[config.mk]
export PLATFORM = sky130hd
export DESIGN_NAME = mtr_chain
export DESIGN_NICKNAME = d
export VERILOG_FILES = /design/src/rtl/mtr_pkg.sv /design/src/rtl/mtr_taps.sv /design/src/rtl/mtr_cell.sv /design/src/rtl/mtr_chain.sv
export SDC_FILE = /design/constraint.sdc
export NUM_CORES = 1
export LEC_CHECK = 0
export ABC_AREA = 1
export CAP_MARGIN = 20
export CORE_MARGIN = 3
export CORE_UTILIZATION = 40
export CTS_CLUSTER_DIAMETER = 120
export CTS_CLUSTER_SIZE = 20
export DETAILED_ROUTE_END_ITERATION = 10
export MAX_ROUTING_LAYER = met4
export PLACE_DENSITY_LB_ADDON = 0.05
export SLEW_MARGIN = 20
export SYNTH_ARGS = -nofsm -noshare
export SYNTH_HDL_FRONTEND = slang
export SYNTH_HIERARCHICAL = 1
export SYNTH_SLANG_ARGS = --single-unit
[constraint.sdc]
create_clock -name clk -period 1.6 [get_ports clk]
set_input_delay 0.32 -clock clk [delete_from_list [all_inputs] [get_ports clk]]
set_output_delay 0.32 -clock clk [all_outputs]
set_load 0.01 [all_outputs]
[src/rtl/mtr_pkg.sv]
package mtr_pkg;
  typedef enum logic [1:0] {
    MTR_CAPTURE  = 2'b00,
    MTR_SCAN     = 2'b01,
    MTR_GENERATE = 2'b10,
    MTR_COMPRESS = 2'b11
  } mtr_mode_e;
endpackage

[src/rtl/mtr_taps.sv]
// Internal-form feedback: the last cell's bit is spread onto every tapped stage.
module mtr_taps #(
  parameter int unsigned W    = 8,
  parameter logic [W-1:0] TAPS = 8'h71
) (
  input  logic         fb_bit,
  output logic [W-1:0] fb_term
);
  for (genvar i = 0; i < W; i++) begin : g_tap
    if (TAPS[i]) begin : g_on
      assign fb_term[i] = fb_bit;
    end else begin : g_off
      assign fb_term[i] = 1'b0;
    end
  end
endmodule

[src/rtl/mtr_cell.sv]
module mtr_cell
  import mtr_pkg::*;
(
  input  logic       clk,
  input  logic       rst,
  input  logic [1:0] mode,
  input  logic       d,
  input  logic       si,
  input  logic       fb_term,
  output logic       q
);
  mtr_mode_e md;
  logic      nxt;

  assign md = mtr_mode_e'(mode);

  always_comb begin
    unique case (md)
      MTR_CAPTURE:  nxt = d;
      MTR_SCAN:     nxt = si;
      MTR_GENERATE: nxt = si ^ fb_term;
      MTR_COMPRESS: nxt = si ^ fb_term ^ d;
      default:      nxt = d;
    endcase
  end

  always_ff @(posedge clk) begin
    if (rst) q <= 1'b0;
    else     q <= nxt;
  end

  AST_CELL_CAPTURE: assert property (@(posedge clk) disable iff (rst)
    (md == MTR_CAPTURE) |=> (q == $past(d)));
endmodule

[src/rtl/mtr_chain.sv]
module mtr_chain
  import mtr_pkg::*;
#(
  parameter int unsigned  W    = 8,
  parameter logic [W-1:0] TAPS = 8'h71
) (
  input  logic         clk,
  input  logic         rst,
  input  logic [1:0]   mode,
  input  logic [W-1:0] par_in,
  input  logic         scan_in,
  output logic [W-1:0] par_out,
  output logic         scan_out
);
  localparam int unsigned LAST = W - 1;

  logic [W-1:0] cell_q;
  logic [W-1:0] cell_si;
  logic [W-1:0] fb_term;
  logic         head_si;

  assign head_si = (mtr_mode_e'(mode) == MTR_SCAN) ? scan_in : 1'b0;

  mtr_taps #(.W(W), .TAPS(TAPS)) u_taps (
    .fb_bit  (cell_q[LAST]),
    .fb_term (fb_term)
  );

  for (genvar i = 0; i < W; i++) begin : g_cell
    if (i == 0) begin : g_head
      assign cell_si[i] = head_si;
    end else begin : g_body
      assign cell_si[i] = cell_q[i-1];
    end
    mtr_cell u_cell (
      .clk     (clk),
      .rst     (rst),
      .mode    (mode),
      .d       (par_in[i]),
      .si      (cell_si[i]),
      .fb_term (fb_term[i]),
      .q       (cell_q[i])
    );
  end

  assign par_out  = cell_q;
  assign scan_out = cell_q[LAST];

  AST_RESET_CLEAR: assert property (@(posedge clk)
    rst |=> (par_out == '0));
  AST_SCAN_SHIFT: assert property (@(posedge clk) disable iff (rst)
    (mode == 2'b01) |=> (par_out == {$past(par_out[W-2:0]), $past(scan_in)}));
  AST_GEN_ZERO_STICKS: assert property (@(posedge clk) disable iff (rst)
    ((mode == 2'b10) && (par_out == '0)) |=> (par_out == '0));
  AST_GEN_NONZERO_KEPT: assert property (@(posedge clk) disable iff (rst)
    ((mode == 2'b10) && (par_out != '0)) |=> (par_out != '0));
  AST_GEN_PLAIN_SHIFT: assert property (@(posedge clk) disable iff (rst)
    ((mode == 2'b10) && !scan_out) |=> (par_out == {$past(par_out[W-2:0]), 1'b0}));
endmodule

==> results.yml <==
run_status:
  status: "completed"
drt:
  drt_iter0_drc: 14
  vias: 948
  ant_nets: 0
  viasPerCell: 4.62
  drc: 0
  drt_first_pass_iters: 4
  wl_per_cell_um: 8.74
  drt_wl_total_um: 1790
min_path:
  hold_start: "g_cell[4].u_cell/q"
  min_to: "g_cell[5].u_cell/q"
  hold-path-cell-count: 4
  hp-class: "reg2reg"
finish:
  nNetsFinal: 195
  top_regs: "g_cell.u_cell/q (8)"
  syn2layout_area_growth_pct: 30.0
  antennaDiodeCount: 0
  regMostFlops: "g_cell.u_cell/q"
  stdcell_count: 205
  regArea_um2: 160
  multi_input_area_um2: 475
  largest_reg_flops: 8
  final_core_util: 0.589
  fillerInstances: 183
  drive_gt1_frac: 0.144
setup_path:
  ff2ff_path_depth: 7
  crit_buf_inv: 1
  end_kind: "output pin"
  crit_cells: 1
  rr_startpoint: "g_cell[7].u_cell/q"
  rrSetupSlack_ps: 540
  crit_required_ps: 1280
  cp-start-kind: "flop"
  crit_arrival_ps: 1220
  cpMaxStageDelayCell: "clkdlybuf4s50_1"
  r2r_end: "g_cell[6].u_cell/q"
  crit_fanout: 4
  crit_type: "reg2out"
  cp_cell_sequence: "clkdlybuf4s50_1"
  path_delay_family: "buffers and inverters"
  slowest_delay_ps: 560
yosys:
  synthCells: 156
  synth_compound_area_frac: 0.131
  synthSimpleGateAreaFrac: 0.416
  synth_area_um2: 842
  yosysTopAreaCellShare: 0.218
  synthMuxAreaShare: 0
  synth-main-ff-cell: "dfxtp_1"
  synth_seq_area_share: 0.190
  synthTopCellsByArea: "nand2_1 22%, dfxtp_1 19%, nand3_1 19%"
  async_reset_ff_frac: 0
  ys_ff_latch: 8
  synthXorXnorAreaFrac: 0
  synth_enable_flop_cells: 0
  synth_area_per_cell_um2: 5.40
  yosysTopAreaCell: "nand2_1"
  yosysWarnings: 6
  synth.most_common_cell: "nand2_1"
  yosys-top-cells-count: "49 x nand2_1, 32 x inv_1, 32 x nand3_1, 9 x buf_4"
  synth_top_family_by_area: "simple AND/OR/NAND/NOR gates"
  synth_fa_ha_area_frac: 0
  synth_cell_types: 10
floorplan:
  ioPinCount: 22
  start_util: 0.453
  core_mm2: 0.00186
  die-area_mm2: 0.00269
  die_h_um: 51.9
  dieWidth_um: 51.9
  fp-row-count: 15
grt:
  met2_usage: 0.293
  grt_pass1_wl_um: 3320
  grt_overflow: 0
  gr-usage-all-layers: 0.166
  grt_max_degree: 12
  met3_usage: 0.0602
  first_global_vias: 854
  antenna_found_initial: 0
  met1_usage: 0.181
  top_usage_layer: "met2"
cts:
  cts_tree: "done"
  cts.sinks: 8
  insertion_delay_ps: 260
  hold_buffers: 0
  cts_resized: 0
  cts_buffers: 3
  clk_pin_slew_ps: 60
  cts.path.max_buffers: 2
  cts-root-buf: "clkbuf_4"
  cts_setup_buffers: 0
  htreeDepth: 1
power:
  p_leak_nw: 0.575
  vdd_drop_max_mv: 0.387
  p_per_area_mw_per_mm2: 594
timing:
  rsz0062_at_grt: "no"
  finalSetupViolations: 0
  fin_tns_setup_ps: 0
  min_period_ps: 1540
  final_max_slew_viol_count: 0
  finalHoldViolations: 0
  max_freq_mhz: 650
  fin_ws_ps: 61.0
  fin_crit_sh: 0.962
  finalClockSkew_ps: 2.85
place:
  place.gp.congestion: 0.794
  place_ws_ps: 40.4
  dp_hpwl_um: 1480
  portBuffers: 21
  dp.cells: 202
run:
  maxCapViolCount: 0
-- how the worst max path moves through the flow --
stage	end	slack [ps]	from
2_1_floorplan	g_cell[4].u_cell/q	600	g_cell[7].u_cell/q
3_3_place_gp	g_cell[0].u_cell/q	80	mode[0]
3_5_place_dp	g_cell[0].u_cell/q	40	mode[0]
4_1_cts	par_out[1]	40	g_cell[1].u_cell/q
5_1_grt	par_out[1]	2	g_cell[1].u_cell/q
6_report	par_out[1]	60	g_cell[1].u_cell/q
-- tightest hold or removal path, cell delays in order, from the launching register on --
cell     delay [ps]
dfxtp_1         340
inv_2            70
o21ai_0          60
nand2_1          70
a21oi_2          40
-- cells by family (layout without fill, tap and decap cells) --
group                  count (synthesis)  in the layout
buffers and inverters                 49             70
AOI/OAI and AO/OA                     16             16
other                                  1              4
and+or+nand+nor                       82             82
DFF                                    8              8
-- cell type report --
type,count,share of cell area
tap,25,0.0286
sequential,8,0.146
multi-input combinational,102,0.434
inverter,40,0.137
timing repair buffer,27,0.233
clock buffer,3,0.0206
-- per-layer routing --
metal / part of all wire / vias to the layer above
met2: 0.48 / 19
met4: 0 / 0
met5: 0 / -
met1: 0.46 / 417
met3: 0.060 / 0
li1: - / 512
-- metrics by stage --
step           area (um^2)  power, mW  hold slack (ps)
3_5_place_dp          1070      0.493              625
3_3_place_gp          1070      0.487              614
4_1_cts               1090      0.660              636
6_report              1090      0.651              632
5_1_grt               1090      0.709              686
2_1_floorplan          853      0.397              382
-- report_power, final --
| group | internal (mW) | total [mW] | switching [mW] |
|---|---|---|---|
| clock network | 0.0864 | 0.163 | 0.0764 |
| registers | 0.217 | 0.235 | 0.0188 |
| logic | 0.124 | 0.252 | 0.129 |
| total | 0.427 | 0.651 | 0.224 |
-- placed cells by master (no fill, tap or decap) --
cell type / count
nand3_1: 32
clkbuf_4: 3
nand2_1: 49
conb_1: 4
nor2_2: 1
o21ai_0: 8
buf_4: 6
clkdlybuf4s50_1: 21
inv_2: 8
dfxtp_1: 8
a21oi_2: 8
inv_1: 32
(Power assumes the default switching activity.)
